**src/rtl/tec_pkg.sv**
```systemverilog
package tec_pkg;

  localparam int EXC_W = 16;

  typedef enum logic [1:0] {
    CLS_OTHER = 2'd0,
    CLS_ALIST = 2'd1,
    CLS_WALK  = 2'd2,
    CLS_PROT  = 2'd3
  } exc_class_e;

  localparam logic [1:0] ACC_FETCH  = 2'd0;
  localparam logic [1:0] ACC_STORE  = 2'd1;
  localparam logic [1:0] ACC_IFETCH = 2'd2;

  localparam logic [1:0] FSI_STORE = 2'd1;
  localparam logic [1:0] FSI_FETCH = 2'd2;

  localparam logic [2:0] PROT_LOWADDR = 3'd0;
  localparam logic [2:0] PROT_KEY     = 3'd1;
  localparam logic [2:0] PROT_ALIST   = 3'd2;
  localparam logic [2:0] PROT_XLATE   = 3'd3;
  localparam logic [2:0] PROT_EXEC    = 3'd4;

  localparam logic [EXC_W-1:0] EXC_PROTECTION = 16'h0004;

  localparam int N_WALK = 6;
  localparam logic [EXC_W-1:0] WALK_CODES [N_WALK] = '{
    16'h0010, 16'h0011, 16'h0038, 16'h0039, 16'h003A, 16'h003B
  };

  localparam int N_ALIST = 5;
  localparam logic [EXC_W-1:0] ALIST_CODES [N_ALIST] = '{
    16'h0028, 16'h0029, 16'h002A, 16'h002B, 16'h002C
  };

  // vector positions of the protection-kind flags in the word
  localparam int POS_LA_FLAG  = 7;
  localparam int POS_KEY_FLAG = 3;
  localparam int POS_DAT_FLAG = 2;

  typedef struct packed {
    logic la_flag;
    logic key_flag;
    logic dat_flag;
  } prot_flags_t;

endpackage

```
**src/rtl/tec_class_decode.sv**
```systemverilog
module tec_class_decode
  import tec_pkg::*;
#(
  parameter int CODE_W = EXC_W
) (
  input  logic [CODE_W-1:0] code,
  output exc_class_e        cls
);

  logic [N_WALK-1:0]  walk_hit;
  logic [N_ALIST-1:0] alist_hit;

  for (genvar g = 0; g < N_WALK; g++) begin : g_walk
    assign walk_hit[g] = (code == CODE_W'(WALK_CODES[g]));
  end

  for (genvar g = 0; g < N_ALIST; g++) begin : g_alist
    assign alist_hit[g] = (code == CODE_W'(ALIST_CODES[g]));
  end

  always_comb begin
    if (code == CODE_W'(EXC_PROTECTION)) begin
      cls = CLS_PROT;
    end else if (|walk_hit) begin
      cls = CLS_WALK;
    end else if (|alist_hit) begin
      cls = CLS_ALIST;
    end else begin
      cls = CLS_OTHER;
    end
  end

endmodule

```
**src/rtl/tec_prot_flags.sv**
```systemverilog
module tec_prot_flags
  import tec_pkg::*;
(
  input  logic        enable,
  input  logic [2:0]  kind,
  output prot_flags_t flags
);

  always_comb begin
    flags = '0;
    if (enable) begin
      unique case (kind)
        PROT_LOWADDR: flags.la_flag  = 1'b1;
        PROT_KEY:     flags.key_flag = 1'b1;
        PROT_ALIST: begin
          flags.key_flag = 1'b1;
          flags.dat_flag = 1'b1;
        end
        PROT_XLATE:   flags.dat_flag = 1'b1;
        PROT_EXEC: begin
          flags.la_flag  = 1'b1;
          flags.dat_flag = 1'b1;
        end
        default:      flags = '0;
      endcase
    end
  end

endmodule

```
**src/rtl/tec_word_pack.sv**
```systemverilog
module tec_word_pack
  import tec_pkg::*;
#(
  parameter int ADDR_W     = 64,
  parameter int PAGE_SHIFT = 12
) (
  input  logic                     fill_walk,
  input  prot_flags_t              flags,
  input  logic [ADDR_W-PAGE_SHIFT-1:0] page_num,
  input  logic [1:0]               mode,
  input  logic [1:0]               space,
  output logic [ADDR_W-1:0]        word
);

  localparam int FSI_HI = PAGE_SHIFT - 1;
  localparam int FSI_LO = PAGE_SHIFT - 2;

  always_comb begin
    word = '0;
    if (fill_walk) begin
      word[ADDR_W-1:PAGE_SHIFT] = page_num;
      word[FSI_HI:FSI_LO]       = (mode == ACC_STORE) ? FSI_STORE : FSI_FETCH;
      word[1:0]                 = space;
    end
    word[POS_LA_FLAG]  = flags.la_flag;
    word[POS_KEY_FLAG] = flags.key_flag;
    word[POS_DAT_FLAG] = flags.dat_flag;
  end

endmodule

```
**src/rtl/tec_builder.sv**
```systemverilog
module tec_builder
  import tec_pkg::*;
#(
  parameter int CODE_W     = EXC_W,
  parameter int ADDR_W     = 64,
  parameter int PAGE_SHIFT = 12,
  parameter int AR_W       = 8
) (
  input  logic              clk,
  input  logic              rst_n,
  input  logic              req_valid,
  input  logic [CODE_W-1:0] exc_code,
  input  logic [2:0]        prot_type,
  input  logic [ADDR_W-1:0] fault_addr,
  input  logic [AR_W-1:0]   ar_num,
  input  logic [1:0]        acc_mode,
  input  logic [1:0]        space_id,
  output logic [CODE_W-1:0] info_code,
  output logic [ADDR_W-1:0] info_tec,
  output logic [AR_W-1:0]   info_access_id
);

  localparam int PFN_W = ADDR_W - PAGE_SHIFT;

  // reset: asserted asynchronously, released through two flops
  logic rst_meta_q;
  logic rst_sync_q;

  always_ff @(posedge clk or negedge rst_n) begin
    if (!rst_n) begin
      rst_meta_q <= 1'b0;
      rst_sync_q <= 1'b0;
    end else begin
      rst_meta_q <= 1'b1;
      rst_sync_q <= rst_meta_q;
    end
  end

  exc_class_e  cls;
  prot_flags_t flags;
  logic [ADDR_W-1:0] word;
  logic        is_prot;
  logic        fill_walk;
  logic        fill_id;
  logic        unused_low_addr;

  assign unused_low_addr = ^fault_addr[PAGE_SHIFT-1:0];

  tec_class_decode #(.CODE_W(CODE_W)) u_decode (
    .code (exc_code),
    .cls  (cls)
  );

  // cascaded population: protection ⊃ table walk ⊃ access list
  assign is_prot   = (cls == CLS_PROT);
  assign fill_walk = is_prot || (cls == CLS_WALK);
  assign fill_id   = fill_walk || (cls == CLS_ALIST);

  tec_prot_flags u_flags (
    .enable (is_prot),
    .kind   (prot_type),
    .flags  (flags)
  );

  tec_word_pack #(.ADDR_W(ADDR_W), .PAGE_SHIFT(PAGE_SHIFT)) u_pack (
    .fill_walk (fill_walk),
    .flags     (flags),
    .page_num  (fault_addr[ADDR_W-1:PAGE_SHIFT]),
    .mode      (acc_mode),
    .space     (space_id),
    .word      (word)
  );

  logic [CODE_W-1:0] code_q, code_d;
  logic [ADDR_W-1:0] tec_q,  tec_d;
  logic [AR_W-1:0]   aid_q,  aid_d;
  logic              load_en;

  assign load_en = req_valid;

  always_comb begin
    code_d = code_q;
    tec_d  = tec_q;
    aid_d  = aid_q;
    if (load_en) begin
      code_d = exc_code;
      tec_d  = word;
      aid_d  = fill_id ? ar_num : '0;
    end
  end

  always_ff @(posedge clk or negedge rst_sync_q) begin
    if (!rst_sync_q) begin
      code_q <= '0;
      tec_q  <= '0;
      aid_q  <= '0;
    end else if (load_en) begin
      code_q <= code_d;
      tec_q  <= tec_d;
      aid_q  <= aid_d;
    end
  end

  assign info_code      = code_q;
  assign info_tec       = tec_q;
  assign info_access_id = aid_q;

endmodule

```
**config.mk**
```make
export PLATFORM = sky130hd
export DESIGN_NAME = tec_builder
export DESIGN_NICKNAME = d
export VERILOG_FILES = /design/src/rtl/tec_pkg.sv /design/src/rtl/tec_class_decode.sv /design/src/rtl/tec_prot_flags.sv /design/src/rtl/tec_word_pack.sv /design/src/rtl/tec_builder.sv
export SDC_FILE = /design/constraint.sdc
export NUM_CORES = 1
export LEC_CHECK = 0
export ABC_AREA = 1
export ABC_CLOCK_PERIOD_IN_PS = 3100
export CAP_MARGIN = 20
export CORE_MARGIN = 5
export CORE_UTILIZATION = 42
export CTS_CLUSTER_DIAMETER = 120
export DETAILED_ROUTE_END_ITERATION = 10
export GPL_ROUTABILITY_DRIVEN = 1
export PLACE_DENSITY = 0.77
export SLEW_MARGIN = 5
export SYNTH_ARGS = -nofsm -noshare
export SYNTH_HDL_FRONTEND = slang
export SYNTH_HIERARCHICAL = 1
export SYNTH_SLANG_ARGS = --single-unit
export TNS_END_PERCENT = 1
```
**constraint.sdc**
```tcl
create_clock -name clk -period 3.1 [get_ports clk]
set_clock_uncertainty 0.1 [all_clocks]
set_input_delay 0.31 -clock clk [delete_from_list [all_inputs] [get_ports clk]]
set_output_delay 0.31 -clock clk [all_outputs]
set_load 0.005 [all_outputs]
```
# --- Yosys cells after proc, flatten, opt, wreduce, memory -nomap -nowiden ---
# Cells that the tools add are included.
totals:
  register_bits: 85
  output_inout_bits: 88
op_classes:
  eq_ne: 20
  mux: 11
  n_reduce_logical: 8
ops:
  columns: ["cell", "n"]
  rows:
  - ["== test 16 x 6 -> 1 bit (second input constant)", 9]
  - ["2-to-1 mux 54 bit", 1]
  - ["== test 16 x 5 -> 1 bit (second input constant)", 2]
  - ["== test 16 x 3 -> 1 bit (second input constant)", 1]
  - ["2-to-1 mux 2 bit", 4]
  - ["2-to-1 mux 8 bit", 1]
  - ["== test 3 x 2 -> 1 bit (second input constant)", 2]
  - ["OR reduction 6 bit", 1]
  - ["OR reduction 5 bit", 1]
  - ["== test 2 x 1 -> 1 bit (second input constant)", 2]
  - ["== test 2 bit (second input constant)", 2]
  - ["2-to-1 mux 1 bit", 4]
  - ["OR reduction 2 bit", 2]
  - ["== test 3 x 1 -> 1 bit (second input constant)", 1]
  - ["== test 3 bit (second input constant)", 1]
  - ["logical NOT 3 bit", 1]
  - ["2-to-1 mux 3 bit", 1]
  - ["OR reduction 3 bit", 1]
  - ["logical OR 1 bit", 2]

# --- Longest topological paths before layout ---
# Gate-level depths: netlist of run 1.
logic_depth:
  depth_word: 9
  ltp_mapped: 16
  ltp_nobuf: 15

# --- Hierarchy ---
# The synthesis of run 1 kept the hierarchy.
by_module_without_submodules:
  columns: ["module", "n_inst", "cells_per_inst", "area_each_um2", "seq_area_each_um2"]
  rows:
  - ["tec_builder", 1, 397, 3463.3, 2252.2]
  - ["tec_word_pack", 1, 128, 553.0, 0.0]
  - ["tec_class_decode", 1, 31, 132.6, 0.0]
  - ["tec_prot_flags", 1, 11, 55.1, 0.0]

# --- Worst setup path before layout of run 1 ---
# No wires, ideal clock.
synth_path:
  path_kind: "input -> register"
  startpoint: "input exc_code[9]"
  endpoint: "register tec_q[0] (netlist: info_tec[0])"
  setup_time_ps: 65
  arrival_time_ps: 1270
  setup_slack_ps: 1665
  path_stages: 12
  cell_sequence: "nor2_1 -> nand3_1 -> nor2_4 -> nand2_1 -> inv_1 -> clkbuf_1 -> buf_4 -> buf_6 -> nand2_1 -> inv_1 -> nand2_1 -> nand2_1"
synth_via:
  word_cells_on_any_way: 21
  classes_between: "eq/ne: 14; mux: 4; reduce/logical: 3"
synth_lines:
  columns: ["item", "line", "text"]
  rows:
  - ["start, declared", "tec_builder.sv:12", "input logic [CODE_W-1:0] exc_code,"]
  - ["== test 16 x 5 -> 1 bit / == test 16 x 6 -> 1 bit (equally long branches)", "tec_class_decode.sv:14", "assign walk_hit[g] = (code == CODE_W'(WALK_CODES[g]));"]
  - ["OR reduction 6 bit", "tec_class_decode.sv:24", "end else if (|walk_hit) begin"]
  - ["2-to-1 mux 2 bit", "tec_class_decode.sv:24", null]
  - ["2-to-1 mux 2 bit (*)", "tec_class_decode.sv:22", "if (code == CODE_W'(EXC_PROTECTION)) begin"]
  - ["net cls[1]", "tec_builder.sv:39", "exc_class_e cls;"]
  - ["== test 2 bit, on equally long branches", "tec_builder.sv:55, tec_builder.sv:56", null]
  - ["logical OR 1 bit (*)", "tec_builder.sv:56", "assign fill_walk = is_prot || (cls == CLS_WALK);"]
  - ["net fill_walk", "tec_builder.sv:43", "logic fill_walk;"]
  - ["2-to-1 mux 2 bit (*)", "tec_word_pack.sv:20", "if (fill_walk) begin"]
  - ["net tec_d[0]", "tec_builder.sv:75", "logic [ADDR_W-1:0] tec_q, tec_d;"]
  - ["end signal, assigned", "tec_builder.sv:99", "tec_q <= tec_d;"]
  - ["end, declared", "tec_builder.sv:75", null]
# The timed path passes the listed nets; every way through them passes the cells marked *.
# A chain may end at the register's enable or synchronous reset.

# --- Worst setup path in the final report of run 1 ---
layout_path:
  startpoint: "input exc_code[4]"
  endpoint: "register tec_q[52] (netlist: info_tec[52])"
layout_via:
  word_cells_on_any_way: 21
  classes_between: "eq/ne: 14; mux: 4; reduce/logical: 3"
layout_lines:
  columns: ["item", "line"]
  rows:
  - ["== test 16 x 5 -> 1 bit / == test 16 x 6 -> 1 bit (equally long branches)", "tec_class_decode.sv:14"]
  - ["OR reduction 6 bit", "tec_class_decode.sv:24"]
  - ["2-to-1 mux 2 bit", "tec_class_decode.sv:24"]
  - ["2-to-1 mux 2 bit (*)", "tec_class_decode.sv:22"]
  - ["net cls[1]", "tec_builder.sv:39"]
  - ["== test 2 bit, on equally long branches", "tec_builder.sv:55, tec_builder.sv:56"]
  - ["logical OR 1 bit (*)", "tec_builder.sv:56"]
  - ["2-to-1 mux 54 bit (*)", "tec_word_pack.sv:20"]
  - ["net tec_d[52]", "tec_builder.sv:75"]
# Marked as above.

==> metrics.yaml, run 1 <==
global_routing:
  grt_pass1_wl_um: 17900
  grt_usage_pct: 18.8
  overflow: 0
  grt_max_degree: 89
  first_global_vias: 3799
  antenna_found_initial: 0
die:
  core_area_um2: 9770
  design.portCount: 186
  die-area_um2: 12100
  initial_core_util_pct: 43.0
  row_count: 36
  die_w_um: 110
  dieHeight_um: 110
sta:
  setup_slack_ps: 1120
  rsz0062_at_grt: "false"
  finalHoldViolations: 0
  setup-violations-final: 0
  max_freq_ghz: 0.504
  slew_viol_final: 0
  period_needed_ps: 1980
  slew_headroom_pct: 42.0
  period_share_pct: 64.0
  worst_slew_pin_slew_ps: 870
  setup_tns_ps: 0
power_and_ir_drop:
  p_sw_share_pct: 22.7
  power_mw: 2.29
  p_int_mw: 1.77
  p_sw_mw: 0.519
  pwr-share-seq_pct: 53.2
  peakVddDrop_mv: 0.216
  combPwrFrac_pct: 11.6
  leakagePower_nw: 3.54
  p_clk_share_pct: 35.2
  power-per-cell-area_nw_per_um2: 374
routing:
  drt_iter0_drc: 192
  drc: 0
  ant_nets: 0
  wl_per_cell_um: 12.8
  wl_um: 11100
  num_vias: 3772
  vias_per_cell: 4.37
  firstDrtPassIters: 5
clock_network:
  postCtsSetupRepairBufs: 0
  clockBufferDepth: 2
  htreeDepth: 3
  clk_pin_slew_ps: 90
  cts_tree: "yes"
  clockRootBuffer: "clkbuf_8"
  clk_latency_ps: 340
  cts_made_buffers: 9
  cts.sinks: 90
layout:
  multi_input_area_um2: 1420
  finish.utilization_pct: 62.6
  layout_commonest_cell: "nand2_1"
  n_antenna_cell: 0
  layout-drive-gt1-share_pct: 3.56
  nets: 823
  mostFrequentLayoutCells: "nand2_1 (342), clkdlybuf4s50_1 (172), dfrtp_1 (89)"
  area_growth_pct: 45.7
  final_cell_area_um2: 6120
  regArea_um2: 2260
  nFillCells: 864
synthesis:
  netlist_instances: 567
  synthDistinctLibCells: 18
  synth_xor_area_share_pct: 0
  synth_top_family_by_area: "simple AND/OR/NAND/NOR gates"
  synth_area_um2: 4200
  synth_fa_ha_area_share_pct: 0
  synth_mux_area_share_pct: 0
  synth-compound-area-share_pct: 0.238
  yosys_warnings: 6
  ys_ff_latch: 90
  synth-simple-area-share_pct: 33.1
  synth_area_per_cell_um2: 7.41
  seq_area_frac_synth_pct: 53.6
critical_path:
  critPathCaptureType: "register"
  criticalPathCategory: "primary input to register"
  cp_max_fo: 30
  start_kind: "primary input"
  cp.required_ps: 3280
  crit_arrival_ps: 2160
hold_path:
  hold_class: "register to async pin"
place:
  gp_congestion: 0.756
  place_area_um2: 5920
  hpwl_um: 7830
  placement.io_buffers: 173
  place_ws_ps: 761
flow_run:
  cap_viol_max_count: 0
outcome:
  status: "finished clean"
==> kinds of logic after synthesis <==
logic type / after synthesis
simple gates: 363
flops: 90
other cells: 2
compound gates: 2
buf+inv: 110
==> per-layer routing <==
metal | track usage (%) | wire length, um | vias up
li1 | - | - | 1921
met1 | 22.1 | 4410 | 1709
met2 | 31.7 | 5490 | 119
met3 | 5.47 | 861 | 23
met4 | 8.46 | 292 | 0
met5 | 0 | 0 | -
==> registers in the layout, summed over array words and instances (netlist names) <==
register        flops
info_access_id      8
info_code          16
info_tec           64
rst_meta_q          1
rst_sync_q          1
==> power by group through the flow <==
stage / Combinational (mW) / Clock [mW] / Sequential [mW]
after floorplan: 0.0795 / 0 / 1.25
after global placement: 0.244 / 0 / 1.26
after detailed placement: 0.267 / 0 / 1.24
after CTS: 0.270 / 0.847 / 1.22
after global routing: 0.292 / 0.899 / 1.23
final: 0.266 / 0.807 / 1.22
==> synth_stat cells <==
cell      number  area [um^2]
a21oi_1        1         5.00
buf_2         12         60.1
buf_4         12         90.1
buf_6          9          101
clkbuf_1       1         3.75
conb_1         2         7.51
dfrtp_1       90         2250
inv_1         74          278
inv_2          1         3.75
inv_4          1         6.26
nand2_1      342         1280
nand2_2        1         6.26
nand3_1        4         20.0
nor2_1        12         45.0
nor2_2         2         12.5
nor2_4         1         11.3
nor3b_2        1         12.5
o21ai_1        1         5.00
==> area by class of cell <==
class | count | share of cell area, %
Timing Repair Buffer | 177 | 29.3
Clock inverter | 2 | 0.572
Inverter | 76 | 4.70
Multi-Input combinational cell | 371 | 23.3
Sequential cell | 90 | 36.8
Tap cell | 133 | 2.72
Clock buffer | 14 | 2.66
==> per-stage QoR <==
stage | instances | hold slack [ps]
after CTS | 863 | 190
final | 863 | 168
after global placement | 845 | 237
after global routing | 863 | 210
after detailed placement | 846 | 192
after floorplan | 571 | -85.6
==> worst paths after layout <==
check / start / end / slack, ps / depth (start not counted)
min in group clk: rst_meta_q / rst_sync_q / 260 / 0
setup / recovery: exc_code[4] / info_tec[52] / 1120 / 12
max in group asynchronous: rst_sync_q / info_tec[42] / 2110 / 1
hold / removal: rst_sync_q / info_tec[3] / 170 / 0
setup reg to reg: rst_sync_q / info_tec[42] / 2110 / 1
hold reg to reg: rst_sync_q / info_tec[3] / 170 / 0
==> worst max-delay path: stages <==
cell,delay (ps)
clkdlybuf4s50_1,540
nand2_1,80
nor2_1,100
nand2_1,60
nand2_1,50
nand2_1,50
inv_2,380
buf_12,250
nand2_1,80
inv_1,70
nand2_1,50
nand2_1,100
==> repair_timing <==
action	CTS	global route
resized for setup	0	0
hold buffers	1	0
endpoints found under the setup margin	0	0
endpoints found under the hold margin	2	0
Power figures use the tool's default switching activity.
==> run 2: changes to the inputs <==
Settings changed: ABC_CLOCK_PERIOD_IN_PS 3100 to 1800, CORE_UTILIZATION 42 to 38, PLACE_DENSITY 0.77 to 0.74.
Clock period 3.1 ns to 1.8 ns, I/O delays scaled along.
==> metrics.yaml, run 2 (synthesized netlist as in run 1, its figures left out) <==
outcome:
  status: "finished clean"  # unchanged
clock_network:
  cts.sinks: 90  # unchanged
  postCtsSetupRepairBufs: 0  # unchanged
  clk_pin_slew_ps: 90  # about the same
  cts_tree: "yes"  # unchanged
  htreeDepth: 3  # unchanged
  clockRootBuffer: "clkbuf_8"  # unchanged
  clockBufferDepth: 2  # unchanged
  cts_made_buffers: 9  # unchanged
  ctsResizeCount: 0  # unchanged
  cts_hold_buf: 1  # unchanged
  clk_latency_ps: 340  # about the same
power_and_ir_drop:
  combPwrFrac_pct: 12.2  # was 11.6%
  p_clk_share_pct: 34.2  # was 35.2%
  pwr-share-seq_pct: 53.6  # was 53.2%
  p_int_mw: 3.02  # was 1.77 mW
  power-per-cell-area_nw_per_um2: 629  # was 374 nW/um^2
  p_sw_mw: 0.897  # was 0.519 mW
  leakagePower_nw: 3.61  # was 3.54 nW
  p_sw_share_pct: 22.9  # was 22.7%
  peakVddDrop_mv: 0.432  # was 0.216 mV
  power_mw: 3.92  # was 2.29 mW
place:
  gp_congestion: 0.803  # was 0.756
  placement.io_buffers: 173  # unchanged
  hpwl_um: 8290  # was 7830 um
  place_area_um2: 6030  # was 5920 um^2
hold_path:
  hold_class: "register to async pin"  # unchanged
layout:
  largest_reg_flops: 64  # unchanged
  area_growth_pct: 48.1  # was 45.7%
  layout_commonest_cell: "nand2_1"  # unchanged
  layout-drive-gt1-share_pct: 5.51  # was 3.56%
  mostFrequentLayoutCells: "nand2_1 (342), clkdlybuf4s50_1 (172), dfrtp_1 (89)"  # unchanged
  n_antenna_cell: 0  # unchanged
  nets: 838  # was 823
  final_cell_area_um2: 6220  # was 6120 um^2
routing:
  ant_nets: 0  # unchanged
  drc: 0  # unchanged
  firstDrtPassIters: 4  # was 5
  wl_um: 11200  # was 11100 um
  wl_per_cell_um: 12.7  # was 12.8 um
  vias_per_cell: 4.34  # was 4.37
  num_vias: 3836  # was 3772
  drt_iter0_drc: 251  # was 192
sta:
  slew_viol_final: 0  # unchanged
  rsz0062_at_grt: "false"  # unchanged
  finalHoldViolations: 0  # unchanged
  period_share_pct: 88.1
  worst_slew_pin_slew_ps: 549  # was 870 ps
  setup-violations-final: 0  # unchanged
  setup_tns_ps: 0  # unchanged
  max_freq_ghz: 0.630
  period_needed_ps: 1590
  slew_headroom_pct: 63.4  # was 42.0%
critical_path:
  max_stage_delay_ps: 500  # was 540 ps
  cp_slowest_cell: "clkdlybuf4s50_1"  # unchanged
  start_kind: "primary input"  # unchanged
  critPathCaptureType: "register"  # unchanged
  criticalPathCategory: "primary input to register"  # unchanged
  path_cells: "clkdlybuf4s50_1 > inv_2 > nor2_1 > nand3_1 > nand2_1 > nand2_1 > inv_2 > buf_12 > nand2_1 > inv_1 > nand2_1 > nand2_1"  # was clkdlybuf4s50_1 > nand2_1 > nor2_1 > nand2_1 > nand2_1 > nand2_1 > inv_2 > buf_12 > nand2_1 > inv_1 > nand2_1 > nand2_1
  crit_top_cell: "nand2_1"  # unchanged
  crit_arrival_ps: 1760  # was 2160 ps
  cp.required_ps: 1980  # was 3280 ps
  cp_max_fo: 40  # was 30
  cp_top_family: "buffers and inverters"  # unchanged
  critPathBufInv: 5  # was 4
global_routing:
  antenna_found_initial: 0  # unchanged
  overflow: 0  # unchanged
  grt_usage_pct: 17.0  # was 18.8%
  grt_max_degree: 54  # was 89
  first_global_vias: 3750  # was 3799
  grt_pass1_wl_um: 18100  # was 17900 um
die:
  row_count: 38  # was 36
  core_area_um2: 10800  # was 9770 um^2
  die-area_um2: 13300  # was 12100 um^2
  dieHeight_um: 115  # was 110 um
  initial_core_util_pct: 38.8  # was 43.0%
  design.portCount: 186  # unchanged
  die_w_um: 115  # was 110 um
flow_run:
  cap_viol_max_count: 0  # unchanged
-- run 2: cell types whose count changed in the layout (fill, tap and decap cells not counted), sizes merged --
cell and change:
clkbuf -2, buf +15, clkinv +1
-- run 2: cell type report --
class,count,area [um^2]
Tap cell,140,175
Sequential cell,90,2260
Fill cell,1031,4620
Clock buffer,12,145
Timing Repair Buffer,192,1900
Inverter,76,288
Multi-Input combinational cell,371,1420
Clock inverter,3,40.0
-- run 2: through the flow --
step           setup slack [ps]  std cells  hold slack (ps)  util, %
2_1_floorplan               182        571             -216        -
3_3_place_gp              -50.2        868              148     55.6
3_5_place_dp              -94.4        868              152     55.6
4_1_cts                     234        884              158     57.4
5_1_grt                    71.6        884              177     57.4
6_report                    214        884              139     57.4
-- run 2: final timing paths --
kind | from | endpoint | slack [ps] | cells after the start
max in group asynchronous | rst_sync_q | info_tec[47] | 910 | 1
worst min register to register | rst_sync_q | info_tec[10] | 140 | 0
min in group clk | rst_meta_q | rst_sync_q | 260 | 0
worst max register to register | rst_sync_q | info_tec[47] | 910 | 1
worst max-delay path | exc_code[2] | info_tec[59] | 210 | 12
worst min-delay path | rst_sync_q | info_tec[10] | 140 | 0
-- run 2: routing by layer --
layer,routed length (um),track usage [%],up-vias
li1,-,-,1951
met1,4610,21.0,1748
met2,5590,28.9,126
met3,913,4.53,11
met4,130,5.95,0
met5,0,0,-
-- run 2: power groups by stage --
stage | sequential [mW] | clock (mW) | combinational (mW)
2_1_floorplan | 2.16 | 0 | 0.137
3_3_place_gp | 2.14 | 0 | 0.476
3_5_place_dp | 2.14 | 0 | 0.481
4_1_cts | 2.10 | 1.38 | 0.486
5_1_grt | 2.11 | 1.48 | 0.527
6_report | 2.10 | 1.34 | 0.479
==> run 3: changes to the inputs <==
==> constraint.sdc (replaced) <==
create_clock -name clk -period 1.8 [get_ports clk]
set_clock_uncertainty 0.1 [all_clocks]
set_input_delay 0.18 -clock clk [delete_from_list [all_inputs] [get_ports clk]]
set_output_delay 0.18 -clock clk [all_outputs]
set_load 0.01 [all_outputs]
==> results of run 3 <==
The final DEF is identical to that of run 2. Status: finished clean.
Among the figures that moved: total power 3.92 mW -> 3.93 mW
